$ cat config.mk
export PLATFORM = sky130hd
export DESIGN_NAME = sync_serial_master
export DESIGN_NICKNAME = d
export VERILOG_FILES = /design/src/rtl/ssm_pkg.sv /design/src/rtl/ssm_fifo.sv /design/src/rtl/ssm_bitclk.sv /design/src/rtl/ssm_engine.sv /design/src/rtl/sync_serial_master.sv
export SDC_FILE = /design/constraint.sdc
export NUM_CORES = 1
export LEC_CHECK = 0
export BUFFER_PORTS_ARGS = -buffer_cell sky130_fd_sc_hd__buf_2
export CAP_MARGIN = 20
export CORE_MARGIN = 5
export CORE_UTILIZATION = 45
export CTS_BUF_LIST = sky130_fd_sc_hd__clkbuf_4 sky130_fd_sc_hd__clkbuf_8 sky130_fd_sc_hd__clkbuf_16
export DETAILED_ROUTE_END_ITERATION = 10
export SETUP_SLACK_MARGIN = 0.5
export SLEW_MARGIN = 20
export SYNTH_ARGS = -nofsm -noshare
export SYNTH_HDL_FRONTEND = slang
export SYNTH_SLANG_ARGS = --single-unit
$ cat constraint.sdc
create_clock -name clk -period 6.2 [get_ports clk]
set_clock_uncertainty 0.2 [all_clocks]
set_input_delay 1.24 -clock clk [delete_from_list [all_inputs] [get_ports clk]]
set_output_delay 1.24 -clock clk [all_outputs]
set_load 0.02 [all_outputs]
$ cat src/rtl/ssm_pkg.sv
// Shared types for the synchronous serial master.
// Assumes: nothing beyond IEEE 1800-2017.
package ssm_pkg;
    typedef enum logic [1:0] {
        FMT_SPI = 2'd0,
        FMT_TI  = 2'd1,
        FMT_MW  = 2'd2
    } fmt_e;
endpackage

$ cat src/rtl/ssm_fifo.sv
// Synchronous first-in first-out buffer with show-ahead read data.
// Assumes: DEPTH is a power of two; a push while full and a pop while
// empty are ignored.
module ssm_fifo #(
    parameter int W     = 16,
    parameter int DEPTH = 8
) (
    input  logic         clk,
    input  logic         rst_n,
    input  logic         push,
    input  logic [W-1:0] wdata,
    output logic         full,
    input  logic         pop,
    output logic [W-1:0] rdata,
    output logic         empty
);
    localparam int AW  = $clog2(DEPTH);
    localparam int CTW = AW + 1;

    logic [W-1:0]   mem [DEPTH];
    logic [AW-1:0]  wp, rp;
    logic [CTW-1:0] cnt;
    logic           do_push, do_pop;

    // Occupancy flags and qualified strobes.
    always_comb begin
        full    = (cnt == CTW'(DEPTH));
        empty   = (cnt == '0);
        do_push = push && !full;
        do_pop  = pop && !empty;
        rdata   = mem[rp];
    end

    // Pointer and occupancy update.
    always_ff @(posedge clk) begin
        if (!rst_n) begin
            wp  <= '0;
            rp  <= '0;
            cnt <= '0;
        end else begin
            if (do_push) wp <= wp + AW'(1);
            if (do_pop)  rp <= rp + AW'(1);
            cnt <= cnt + CTW'(do_push) - CTW'(do_pop);
        end
    end

    // Storage write.
    always_ff @(posedge clk) begin
        if (do_push) mem[wp] <= wdata;
    end


    full_hold_chk: assert property (@(posedge clk) disable iff (!rst_n)
        (full && push && !pop) |=> full);

    empty_hold_chk: assert property (@(posedge clk) disable iff (!rst_n)
        (empty && pop && !push) |=> empty);
endmodule

$ cat src/rtl/ssm_bitclk.sv
// Two-stage bit clock generator: a prescaler of half the even setting
// followed by a divider of (divide+1). It emits one half_tick per SCLK
// half period, so a full period is prescale*(divide+1) cycles.
// Assumes: counters restart whenever en is low, so the first half of a
// frame has full length; bit 0 of prescale is ignored, 0 acts as 2.
module ssm_bitclk #(
    parameter int PW = 8,
    parameter int DW = 8
) (
    input  logic          clk,
    input  logic          rst_n,
    input  logic          en,
    input  logic [PW-1:0] prescale,
    input  logic [DW-1:0] divide,
    output logic          half_tick
);
    localparam int HW = PW - 1;

    logic [HW-1:0] pre_half, pcnt;
    logic [DW-1:0] dcnt;
    logic          pre_tick;

    // Half of the prescale value, never below one cycle.
    always_comb begin
        pre_half  = (prescale[PW-1:1] == '0) ? HW'(1) : prescale[PW-1:1];
        pre_tick  = en && (pcnt == pre_half - HW'(1));
        half_tick = pre_tick && (dcnt == divide);
    end

    // Prescaler and divider counters.
    always_ff @(posedge clk) begin
        if (!rst_n || !en) begin
            pcnt <= '0;
            dcnt <= '0;
        end else if (pre_tick) begin
            pcnt <= '0;
            dcnt <= (dcnt == divide) ? '0 : dcnt + DW'(1);
        end else begin
            pcnt <= pcnt + HW'(1);
        end
    end


    pre_bound_chk: assert property (@(posedge clk) disable iff (!rst_n)
        en |-> (pcnt < pre_half));
endmodule

$ cat src/rtl/ssm_engine.sv
// Frame shift engine shared by the three formats. A frame is a run of
// slots, each one SCLK period split into two halves: data launches at
// the start of a slot and is sampled at its midpoint.
//   SPI-style: N data slots.
//   TI-style:  one frame-pulse slot, then N data slots.
//   Microwire-style: 8 command slots, 1 turnaround slot, N response slots.
// Assumes: configuration is stable while active; half_tick marks the
// end of each half period.
module ssm_engine
    import ssm_pkg::*;
#(
    parameter int DW    = 16,
    parameter int CMD_W = 8,
    parameter int ZW    = $clog2(DW)
) (
    input  logic          clk,
    input  logic          rst_n,
    input  logic [1:0]    fmt_cfg,
    input  logic [ZW-1:0] size_cfg,
    input  logic          cpol,
    input  logic          cpha,
    input  logic          tx_avail,
    input  logic [DW-1:0] tx_word,
    output logic          tx_pop,
    input  logic          rx_full,
    output logic          rx_push,
    output logic [DW-1:0] rx_word,
    output logic          ovr_set,
    input  logic          half_tick,
    output logic          active,
    output logic          sclk,
    output logic          fss,
    output logic          txd,
    input  logic          rxd
);
    localparam int CW = $clog2(DW + 1);
    localparam int SW = $clog2(DW + CMD_W + 2);

    fmt_e          fmt_in, fmt_q;
    logic          half, lvl_q, rx_slot, frame_end, start;
    logic [SW-1:0] slot, last_slot;
    logic [CW-1:0] nb_in, nb_q;
    logic [DW-1:0] tx_sh, rx_sh;

    // Decode live configuration: format and effective frame size.
    always_comb begin
        case (fmt_cfg)
            2'd1:    fmt_in = FMT_TI;
            2'd2:    fmt_in = FMT_MW;
            default: fmt_in = FMT_SPI;
        endcase
        nb_in = (size_cfg < ZW'(3)) ? CW'(4) : CW'(size_cfg) + CW'(1);
    end

    // Slot limits and receive windows of the latched format.
    always_comb begin
        case (fmt_q)
            FMT_TI: begin
                last_slot = SW'(nb_q);
                rx_slot   = (slot != '0);
            end
            FMT_MW: begin
                last_slot = SW'(nb_q) + SW'(CMD_W);
                rx_slot   = (slot >= SW'(CMD_W + 1));
            end
            default: begin
                last_slot = SW'(nb_q) - SW'(1);
                rx_slot   = 1'b1;
            end
        endcase
        start     = !active && tx_avail;
        frame_end = active && half_tick && half && (slot == last_slot);
    end

    // Frame sequencing, serialisation and deserialisation.
    always_ff @(posedge clk) begin
        if (!rst_n) begin
            active <= 1'b0;
            half   <= 1'b0;
            slot   <= '0;
            fmt_q  <= FMT_SPI;
            nb_q   <= CW'(4);
            lvl_q  <= 1'b0;
            tx_sh  <= '0;
            rx_sh  <= '0;
        end else if (start) begin
            active <= 1'b1;
            half   <= 1'b0;
            slot   <= '0;
            fmt_q  <= fmt_in;
            nb_q   <= nb_in;
            lvl_q  <= (fmt_in == FMT_SPI) ? (cpol ^ cpha) : (fmt_in == FMT_TI);
            tx_sh  <= (fmt_in == FMT_MW) ? {tx_word[CMD_W-1:0], {(DW-CMD_W){1'b0}}}
                                         : tx_word << (CW'(DW) - nb_in);
            rx_sh  <= '0;
        end else if (active && half_tick) begin
            if (!half) begin
                half <= 1'b1;
                if (rx_slot) rx_sh <= {rx_sh[DW-2:0], rxd};
            end else if (slot == last_slot) begin
                active <= 1'b0;
            end else begin
                slot <= slot + SW'(1);
                half <= 1'b0;
                if (!(fmt_q == FMT_TI && slot == '0)) tx_sh <= tx_sh << 1;
            end
        end
    end

    // Pin levels and FIFO strobes.
    always_comb begin
        tx_pop  = start;
        rx_word = rx_sh;
        rx_push = frame_end && !rx_full;
        ovr_set = frame_end && rx_full;
        sclk    = active ? (half ? ~lvl_q : lvl_q)
                         : ((fmt_in == FMT_SPI) ? cpol : 1'b0);
        fss     = active ? ((fmt_q == FMT_TI) ? (slot == '0) : 1'b0)
                         : (fmt_in != FMT_TI);
        txd     = active && !(fmt_q == FMT_TI && slot == '0) && tx_sh[DW-1];
    end


    start_slot_chk: assert property (@(posedge clk) disable iff (!rst_n)
        tx_pop |=> (active && !half && slot == '0));

    slot_range_chk: assert property (@(posedge clk) disable iff (!rst_n)
        active |-> (slot <= last_slot));

    rx_justify_chk: assert property (@(posedge clk) disable iff (!rst_n)
        rx_push |-> ((rx_word >> nb_q) == '0));
endmodule

$ cat src/rtl/sync_serial_master.sv
// Top of the multi-format synchronous serial master: transmit FIFO,
// bit clock generator, shift engine, receive FIFO and overrun flag.
// Assumes: configuration inputs change only while busy is low.
module sync_serial_master #(
    parameter int DATA_W = 16,
    parameter int DEPTH  = 8,
    parameter int PRE_W  = 8,
    parameter int DIV_W  = 8,
    parameter int SIZE_W = $clog2(DATA_W)
) (
    input  logic              clk,
    input  logic              rst_n,
    input  logic              tx_wr,
    input  logic [DATA_W-1:0] tx_wdata,
    output logic              tx_full,
    output logic              tx_empty,
    input  logic              rx_rd,
    output logic [DATA_W-1:0] rx_rdata,
    output logic              rx_empty,
    output logic              rx_full,
    output logic              overrun,
    output logic              busy,
    input  logic [1:0]        cfg_fmt,
    input  logic [SIZE_W-1:0] cfg_size,
    input  logic [PRE_W-1:0]  cfg_prescale,
    input  logic [DIV_W-1:0]  cfg_divide,
    input  logic              cfg_cpol,
    input  logic              cfg_cpha,
    output logic              sclk,
    output logic              sel_frm,
    output logic              txd,
    input  logic              rxd
);
    logic              tx_pop, rx_push, ovr_set, half_tick, active;
    logic [DATA_W-1:0] tx_word, rx_word;

    ssm_fifo #(.W(DATA_W), .DEPTH(DEPTH)) u_txq (
        .clk(clk), .rst_n(rst_n), .push(tx_wr), .wdata(tx_wdata),
        .full(tx_full), .pop(tx_pop), .rdata(tx_word), .empty(tx_empty)
    );

    ssm_bitclk #(.PW(PRE_W), .DW(DIV_W)) u_clk (
        .clk(clk), .rst_n(rst_n), .en(active), .prescale(cfg_prescale),
        .divide(cfg_divide), .half_tick(half_tick)
    );

    ssm_engine #(.DW(DATA_W), .CMD_W(8), .ZW(SIZE_W)) u_eng (
        .clk(clk), .rst_n(rst_n), .fmt_cfg(cfg_fmt), .size_cfg(cfg_size),
        .cpol(cfg_cpol), .cpha(cfg_cpha), .tx_avail(!tx_empty),
        .tx_word(tx_word), .tx_pop(tx_pop), .rx_full(rx_full),
        .rx_push(rx_push), .rx_word(rx_word), .ovr_set(ovr_set),
        .half_tick(half_tick), .active(active), .sclk(sclk),
        .fss(sel_frm), .txd(txd), .rxd(rxd)
    );

    ssm_fifo #(.W(DATA_W), .DEPTH(DEPTH)) u_rxq (
        .clk(clk), .rst_n(rst_n), .push(rx_push), .wdata(rx_word),
        .full(rx_full), .pop(rx_rd), .rdata(rx_rdata), .empty(rx_empty)
    );

    // Sticky overrun flag, cleared only by reset.
    always_ff @(posedge clk) begin
        if (!rst_n)       overrun <= 1'b0;
        else if (ovr_set) overrun <= 1'b1;
    end

    always_comb busy = active;


    overrun_sticky_chk: assert property (@(posedge clk) disable iff (!rst_n)
        overrun |=> overrun);
endmodule

== Word-level counts from Yosys, hierarchy flattened ==
Memory sizes are Yosys's and may differ from the RTL's. A register that Yosys moved wholly into a read port is not among the register bits.
Index checks and enable logic that the tools add are counted.

* Add/sub/neg operators: 16
* Magnitude comparators: 2
* Equality and inequality tests: 14
* Shift operators: 1
* Muxes and demuxes: 32
* Bitwise gates (word level): 5
* Reductions and logical operators: 38

{| class="wikitable"
|+ Operators by type and width
! operator !! count
|-
| two-way mux 16 bit || 6
|-
| two-way mux 1 bit || 16
|-
| << shifter 16 x 5 -> 16 bit || 1
|-
| logical AND 1 bit || 15
|-
| adder 3 x 1 -> 3 bit, second input constant || 4
|-
| two-way mux 3 bit || 4
|-
| one-hot mux 5 bit (2 select lines) || 1
|-
| AND reduction 3 bit || 3
|-
| adder 4 x 1 -> 4 bit || 2
|-
| adder 8 x 1 -> 8 bit, second input constant || 1
|-
| == test 4 bit, second input constant || 2
|-
| == test 8 bit || 1
|-
| zero test 4 bit || 2
|-
| two-way mux 8 bit || 1
|-
| subtractor 4 x 1 -> 4 bit || 2
|-
| adder 7 x 1 -> 7 bit, second input constant || 1
|-
| == test 7 bit || 1
|-
| zero test 1 bit || 7
|-
| zero test 7 bit || 1
|-
| two-way mux 7 bit || 1
|-
| subtractor 7 x 1 -> 7 bit, second input constant || 1
|-
| == test 2 x 1 -> 1 bit, second input constant || 3
|-
| == test 2 bit, second input constant || 3
|-
| nonzero test 2 bit || 3
|-
| other kinds (21) || 26
|}

* Register bits: 83
* Memory bits (writable): 256
* Input bits: 45
* Output and inout port bits: 25
* Word-level logic and storage cells: 127
* Memories: 2

{| class="wikitable"
|+ Memory list
! name !! words !! bits a word !! read ports !! clocked after memory_dff !! write ports !! RTL line !! source
|-
| u_rxq.mem || 8 || 16 || 1 || 1 || 1 || ssm_fifo.sv:20 || <nowiki>logic [W-1:0] mem [DEPTH];</nowiki>
|-
| u_txq.mem || 8 || 16 || 1 || 1 || 1 || ssm_fifo.sv:20 ||
|}

== Depth between registers and ports, before layout ==
Gate-level depths: netlist of run 1.

* Depth after elaboration: 13
* Depth in mapped cells: 16
* Mapped depth without buffers: 15

== Hierarchy ==
From an unflattened synthesis of run 1, not the netlist that was laid out.

* Cells, all modules: 1,090
* Area total of the unflattened synthesis: 15,828.9 µm²

{| class="wikitable"
|+ Modules (own cells, without submodules)
! module !! times used !! cells each !! area each (µm²) !! sequential area each (µm²)
|-
| ssm_fifo || 2 || 264 || 5,622.9 || 4,103.9
|-
| ssm_engine || 1 || 416 || 3,412.0 || 940.9
|-
| ssm_bitclk || 1 || 143 || 1,139.8 || 300.3
|-
| sync_serial_master || 1 || 3 || 31.3 || 20.0
|}

== Least setup slack after synthesis of run 1 ==
OpenSTA, ideal clock, no wires.

* Path type: input to register
* From: input cfg_prescale[7]
* To: memory u_rxq.mem[0][0] (enable)
* Setup time: 413 ps
* Data arrival time: 4,722 ps
* Required time: 5,587 ps
* Slack: 865 ps
* Stages: 12
* Buffers on the path: 0
* Cells stage by stage: nor3_1 > a21o_1 > inv_1 > ha_1 > nor3b_2 > xnor2_1 > a21o_1 > o21ai_0 > nand2_1 > nor4_4 > and2b_1 > nor3b_1

* Word-level cells in the longest chain between the ends: 13

{| class="wikitable"
|+ RTL lines
! what !! RTL line !! source
|-
| start, declared || sync_serial_master.sv:25 || <nowiki>input logic [PRE_W-1:0] cfg_prescale,</nowiki>
|-
| zero test 7 bit || ssm_bitclk.sv:25 || <nowiki>pre_half = (prescale[PW-1:1] == '0) ? HW'(1) : prescale[PW-1:1];</nowiki>
|-
| two-way mux 7 bit * || ssm_bitclk.sv:25 ||
|-
| subtractor 7 x 1 -> 7 bit * || ssm_bitclk.sv:26 || <nowiki>pre_tick = en && (pcnt == pre_half - HW'(1));</nowiki>
|-
| == test 7 bit * || ssm_bitclk.sv:26 ||
|-
| logical AND 1 bit * || ssm_bitclk.sv:26 ||
|-
| logical AND 1 bit * || ssm_bitclk.sv:27 || <nowiki>half_tick = pre_tick && (dcnt == divide);</nowiki>
|-
| logical AND 1 bit * (3 in series) || ssm_engine.sv:72 || <nowiki>frame_end = active && half_tick && half && (slot == last_slot);</nowiki>
|-
| logical AND 1 bit * || ssm_engine.sv:114 || <nowiki>rx_push = frame_end && !rx_full;</nowiki>
|-
| logical AND 1 bit * || ssm_fifo.sv:29 || <nowiki>do_push = push && !full;</nowiki>
|-
| named net u_rxq.do_push || ssm_fifo.sv:23 || <nowiki>logic do_push, do_pop;</nowiki>
|-
| two-way mux 1 bit * || ssm_fifo.sv:49 || <nowiki>if (do_push) mem[wp] <= wdata;</nowiki>
|-
| two-way mux 1 bit (implied by the code) * || ssm_fifo.sv:49 ||
|-
| end, declared || ssm_fifo.sv:20 ||
|}

Mark *: on every way through the listed nets, which the timed path passes. The rest lies on a longest branch.

== Worst setup path in the final report of run 1 ==
* From: input cfg_prescale[6]
* To: memory u_rxq.mem[6][14] (enable)

Same word-level chain as after synthesis.

==> impl_metrics.toml, run 1 <==
[pwr]
leakage_nw = 6.39
p_comb_frac = 0.216
total_power_mw = 6.23
pwr_density_cell_nw_per_um2 = 362
ir_drop_mv = 0.263
p_clk_frac = 0.349
p_int_mw = 4.52
pwr-share-seq = 0.434
sw_frac_of_total = 0.275
power.switching_mw = 1.71

[place]
place_congestion = 0.819
io_buffers = 68
dp_hpwl_mm = 17.9

[timing]
tns_ns = 0
slew-limit-headroom = 0.327
period_minus_slack_ns = 4.66
drv_slew = 0
fmax_ghz = 0.215
worst_pin_slew_ns = 1.01
layout_worst_path_cycle_share = 0.752
rsz0062_at_grt = "no"
finalSetupViolations = 0
final_hold_viol_count = 0

[worst_setup_path]
critical_path_arrival_ns = 4.64
crit_path_max_fanout = 16
r2r_slack_ns = 2.28
reg2regPathDepth = 11
r2r_end = "u_rxq.mem[6][14]"
cp.required_ns = 6.18
critPathCaptureType = "flip-flop"
critPathKind = "in -> reg"
r2r-start = "u_eng.fmt_q[0]"
start_kind = "input pin"

[synthesis]
yosys.cell_types.count = 77
synth-seq-area-share = 0.629
syn_inst = 1025
dominantRegCellSynth = "edfxtp_1"
synth-async-reset-ratio = 0
syn-num-nets = 1101
yosysWarnings = 0
synth_seq_cells = 345
synth-edff-count = 256
syn-cell-area_um2 = 15100
syn_area_per_cell_um2 = 14.7

[global_routing]
antenna_found_initial = 2
grt_use_met3 = 0.0284
overflow = 0
use_met2 = 0.269
grt_max_degree = 55
grt_usage = 0.158
busiest_layer = "met2"
grt_pass1_vias = 8449
grt_pass1_wl_mm = 46.5
met1_usage = 0.214

[cts]
clock_latency_ns = 0.51
cts_setup_buffers = 0
ctsResizeCount = 0
cts_tree = "built"
cts.sinks = 345
clk_pin_slew_ns = 0.05
ctsHoldBuffers = 0
cts.path.max_buffers = 3
cts_max_level = 2
root_buffer = "clkbuf_16"
cts-buffers-inserted = 37

[finish]
layout_common_cells = "256 x edfxtp_1, 87 x dfxtp_1, 71 x nor2_1, 68 x buf_2, 65 x nand2_1"
final_common_cell = "edfxtp_1"
fin_nets = 1183
finish.utilization = 0.517
area_growth_pct = 14.2
n_fill_cell = 2835
drive_gt1_frac = 0.240

[floorplanning]
start_util = 0.453
fp.dieH_um = 193
dieArea_um2 = 37200
io_pins = 70
rows = 67
die_w_um = 193
core-area_um2 = 33300

[drt]
antenna_left = 0
vias = 8438
first_pass_iters = 5
drc_errors = 0
viasPerCell = 5.33
wl_per_cell_um = 18.3
drt-initial-drc-count = 375
wl_mm = 29.0

[hold_path]
hold_depth = 1
hold_path_end = "u_clk.pcnt[0]"
hp-class = "reg -> reg"
hp-start = "u_clk.pcnt[0]"

[job]
maxCapViolCount = 0

[outcome]
outcome = "finished clean"
==> sequential cells by signal, indices dropped and copies added (netlist names), named ones only <==
| name | count |
|---|---|
| u_rxq.rp | 3 |
| u_eng.lvl_q | 1 |
| overrun | 1 |
| u_eng.fmt_q | 2 |
| u_eng.slot | 5 |
| u_clk.pcnt | 7 |
| u_clk.dcnt | 8 |
| u_rxq.mem | 128 |
| u_rxq.wp | 3 |
| u_txq.wp | 3 |
| u_txq.rp | 3 |
| u_eng.rx_word | 16 |
| u_eng.active | 1 |
| u_txq.cnt | 4 |
| u_eng.half | 1 |
| u_eng.nb_q | 5 |
| u_txq.mem | 128 |
| u_eng.tx_sh | 16 |
| u_rxq.cnt | 4 |
==> synth_stat cells, types with 3 or more instances <==
cell type | count | share of area
o31ai_1 | 4 | 0.0020
a21boi_0 | 8 | 0.0040
dfxtp_1 | 89 | 0.12
nand3_1 | 21 | 0.0070
ha_1 | 29 | 0.024
inv_1 | 31 | 0.0077
o22ai_1 | 4 | 0.0017
and2_1 | 14 | 0.0058
mux2i_1 | 60 | 0.040
and3_1 | 6 | 0.0025
buf_1 | 9 | 0.0022
nand4_1 | 3 | 0.0012
o21ai_0 | 23 | 0.0076
o221a_2 | 4 | 0.0030
o211a_1 | 3 | 0.0020
mux4_2 | 64 | 0.096
nor2_1 | 71 | 0.018
nor2b_1 | 14 | 0.0058
clkbuf_1 | 30 | 0.0075
nor4_1 | 7 | 0.0029
edfxtp_1 | 256 | 0.51
nor3_1 | 15 | 0.0050
a21o_1 | 8 | 0.0040
nand2_1 | 65 | 0.016
xor2_1 | 25 | 0.015
nand2b_1 | 9 | 0.0037
nor3b_1 | 6 | 0.0030
mux2_2 | 18 | 0.013
a21oi_1 | 18 | 0.0060
o211ai_1 | 3 | 0.0015
and3b_1 | 3 | 0.0017
o31a_1 | 5 | 0.0029
o21a_1 | 8 | 0.0040
a31o_2 | 3 | 0.0017
xnor2_1 | 21 | 0.012
or3_1 | 3 | 0.0012
a31oi_1 | 4 | 0.0017
buf_2 | 9 | 0.0030
a211oi_1 | 5 | 0.0025
==> worst max-delay path, stage by stage <==
cell and delay, ns:
buf_2 0.12, nor3_1 0.41, a21o_1 0.19, inv_1 0.04, ha_1 0.20, nor3b_2 0.19
xnor2_1 0.12, a21o_1 0.17, o21ai_0 0.45, nand2_1 0.23, nor4_4 0.48, nand2_1 0.24
nor3b_2 0.21, buf_4 0.31
==> final cells by class <==
class                           count  area (um2)  share of cell area
Antenna cell                        1        2.50            0.000145
Clock buffer                       55        1110              0.0644
Clock inverter                     12         119             0.00691
Inverter                           33         124             0.00720
Multi-Input combinational cell    596        5280               0.307
Sequential cell                   345        9470               0.551
Tap cell                          448         561              0.0326
Timing Repair Buffer               94         536              0.0311
==> power groups by stage <==
stage | combinational, mW | clock (mW) | sequential [mW]
6_report | 1.35 | 2.18 | 2.70
2_1_floorplan | 1.07 | 0 | 2.71
5_1_grt | 1.52 | 2.34 | 2.73
4_1_cts | 1.38 | 2.24 | 2.71
3_5_place_dp | 1.37 | 0 | 2.76
3_3_place_gp | 1.36 | 0 | 2.75
==> per-stage QoR <==
step	setup slack, ns	hold WS [ns]	cell area [um2]	cells
5_1_grt	1.28	0.298	17200	1583
3_3_place_gp	1.06	0.267	16000	1516
2_1_floorplan	0.865	0.238	15100	1025
3_5_place_dp	0.967	0.270	16000	1516
4_1_cts	1.51	0.281	17200	1583
6_report	1.54	0.278	17200	1584
==> routing by layer <==
layer / routed length [um] / up-vias
met5: 11 / -
met4: 423 / 2
met3: 1320 / 37
met2: 14100 / 157
met1: 13200 / 4178
li1: - / 4064
==> logic make-up after synthesis <==
kind of cell,Yosys count,share of synthesized area
AND/OR/NAND/NOR,256,0.0872
buffers and inverters,84,0.0229
adder cells (fa/ha/maj),31,0.0267
flip-flops,345,0.629
XOR/XNOR,46,0.0267
AO/OA/AOI/OAI,120,0.0578
multiplexers,143,0.150
==> how the worst max path moves through the flow <==
stage / from / to / cells after the start
final: cfg_prescale[6] / u_rxq.mem[6][14] / 14
after CTS: cfg_prescale[6] / u_rxq.mem[6][5] / 14
after floorplan: cfg_prescale[7] / u_rxq.mem[0][0] / 12
after global placement: cfg_prescale[6] / u_rxq.mem[6][0] / 14
after global routing: cfg_prescale[7] / u_rxq.mem[6][7] / 14
after detailed placement: cfg_prescale[6] / u_rxq.mem[6][0] / 14
No activity file was read; power rests on OpenSTA's default activity.
==> run 2: changes to the inputs <==
==> constraint.sdc (replaced) <==
create_clock -name clk -period 4.75 [get_ports clk]
set_clock_uncertainty 0.2 [all_clocks]
set_input_delay 0.95 -clock clk [delete_from_list [all_inputs] [get_ports clk]]
set_output_delay 0.95 -clock clk [all_outputs]
set_load 0.02 [all_outputs]
==> run 2 against run 1 <==
Against the previous run: routed wire length increased by 2.6%; first-iteration DRC count up 14%; sequential cell count unchanged; non-clock buffer count rose by 16; sequential share of layout area is 0.41 points lower; cell count grew 0.88%; critical path type unchanged.
==> impl_metrics.toml, run 2 (same netlist as run 1, synthesis figures left out) <==
[outcome]
outcome = "finished clean"

[timing]
slew-limit-headroom = 0.365
finalSetupViolations = 0
final_hold_viol_count = 0
drv_slew = 0
layout_worst_path_cycle_share = 0.806
rsz0062_at_grt = "no"
worst_pin_slew_ns = 0.952
tns_ns = 0
period_minus_slack_ns = 3.83
fmax_ghz = 0.261
timing.hold.ws_ns = 0.272

[global_routing]
grt_pass1_vias = 8575
overflow = 0
grt_max_degree = 41
grt_pass1_wl_mm = 47.4
antenna_found_initial = 2
grt_usage = 0.162

[cts]
root_buffer = "clkbuf_16"
cts_tree = "built"
cts.sinks = 345
cts.path.max_buffers = 3
cts-buffers-inserted = 38
clock_latency_ns = 0.52
cts_max_level = 2
clk_pin_slew_ns = 0.05
ctsHoldBuffers = 0

[pwr]
p_clk_frac = 0.344
ir_drop_mv = 0.361
p_comb_frac = 0.218
pwr_density_cell_nw_per_um2 = 471
total_power_mw = 8.16
p_int_mw = 5.88
pwr-share-seq = 0.438
power.switching_mw = 2.28
sw_frac_of_total = 0.280
leakage_nw = 6.45

[floorplanning]
io_pins = 70
core-area_um2 = 33300
dieArea_um2 = 37200
start_util = 0.453
fp.dieH_um = 193
die_w_um = 193
rows = 67

[finish]
layout_common_cells = "256 x edfxtp_1, 87 x dfxtp_1, 69 x nor2_1, 68 x buf_2"
diodes = 0
fin_nets = 1200
reg_top3 = "u_rxq.mem x128, u_txq.mem x128"
area_growth_pct = 15.0
drive_gt1_frac = 0.249
seq_area_um2 = 9470
n_fill_cell = 2823
final_common_cell = "edfxtp_1"
multi_input_area_um2 = 5320

[drt]
antenna_left = 0
wl_per_cell_um = 18.6
wl_mm = 29.8
drc_errors = 0
drt-initial-drc-count = 429
vias = 8562
viasPerCell = 5.36
first_pass_iters = 7

[job]
maxCapViolCount = 0

[place]
dp_hpwl_mm = 18.7
io_buffers = 68
place_congestion = 0.856

[worst_setup_path]
crit_path_max_fanout = 16
critPathCaptureType = "flip-flop"
start_kind = "input pin"
critical_path_arrival_ns = 3.82
cp.required_ns = 4.74
slowest_delay_ns = 0.33
crit_slowest_cell = "nor3_1"
cp_cell_sequence = "buf_2 > nor3_1 > a21o_1 > inv_1 > ha_1 > nor3b_2 > xnor2_1 > a21o_1 > o21ai_0 > nand2_1 > nor4_4 > buf_4 > and2b_1 > nor3b_4 > buf_4"
critPathKind = "in -> reg"
reg2regPathDepth = 12

[hold_path]
hp-class = "reg -> reg"
hold_depth = 2
-- run 2: cell count changes in the layout (fill, tap and decap cells not counted), sizes merged --
cell / delta
clkinvlp: -1
clkinv: +7
buf: +16
diode: -1
clkbuf: -7
-- run 2: layout make-up --
cell class              count  area share
repair buffers            110      0.0378
well taps                 448      0.0323
flip-flops and latches    345       0.546
inverters                  33     0.00715
multi-input cells         596       0.307
clock buffers              48      0.0606
clock inverters            18     0.00895
-- run 2: critical path: cells and delay by family --
kind | cells | cell delay, ns
buffers and inverters | 4 | 0.67
adder cells (fa/ha/maj) | 1 | 0.21
XOR/XNOR | 1 | 0.12
AND/OR/NAND/NOR | 6 | 1.26
AO/OA/AOI/OAI | 3 | 0.57
-- run 2: per-stage QoR --
step / area, um2 / worst slack (ns) / utilization / cells
floorplan: 15100 / 0.509 / - / 1025
global placement: 16100 / 0.270 / 0.484 / 1529
detailed placement: 16100 / 0.229 / 0.484 / 1529
CTS: 17300 / 0.766 / 0.520 / 1595
global route: 17300 / 0.605 / 0.521 / 1598
finish: 17300 / 0.921 / 0.521 / 1598
-- run 2: path summary, 6_finish.rpt --
| check | startpoint | slack (ns) | endpoint |
|---|---|---|---|
| hold reg to reg | u_eng.lvl_q | 0.27 | u_eng.lvl_q |
| setup / recovery | cfg_prescale[6] | 0.92 | u_rxq.mem[0][12] |
| hold / removal | u_eng.lvl_q | 0.27 | u_eng.lvl_q |
| setup reg to reg | u_eng.fmt_q[0] | 0.95 | u_rxq.mem[0][12] |
-- run 2: power groups by stage --
| stage | clock network (mW) | logic, mW | registers (mW) |
|---|---|---|---|
| final | 2.81 | 1.78 | 3.57 |
| after global routing | 3.02 | 1.99 | 3.61 |
| after CTS | 2.88 | 1.81 | 3.58 |
| after detailed placement | 0 | 1.80 | 3.65 |
| after global placement | 0 | 1.78 | 3.64 |
| after floorplan | 0 | 1.39 | 3.54 |
-- run 2: per-layer routing --
| layer | GRT usage | part of all wire | up-vias |
|---|---|---|---|
| met5 | 0 | 0.00091 | - |
| met4 | 0.0370 | 0.016 | 4 |
| met2 | 0.274 | 0.50 | 157 |
| li1 | - | - | 4096 |
| met3 | 0.0268 | 0.043 | 41 |
| met1 | 0.222 | 0.44 | 4264 |
-- run 2: timing repair --
item / in CTS / in global routing
gates resized for setup: 0 / 0
setup buffers: 0 / 3
setup endpoints to repair: 0 / 20
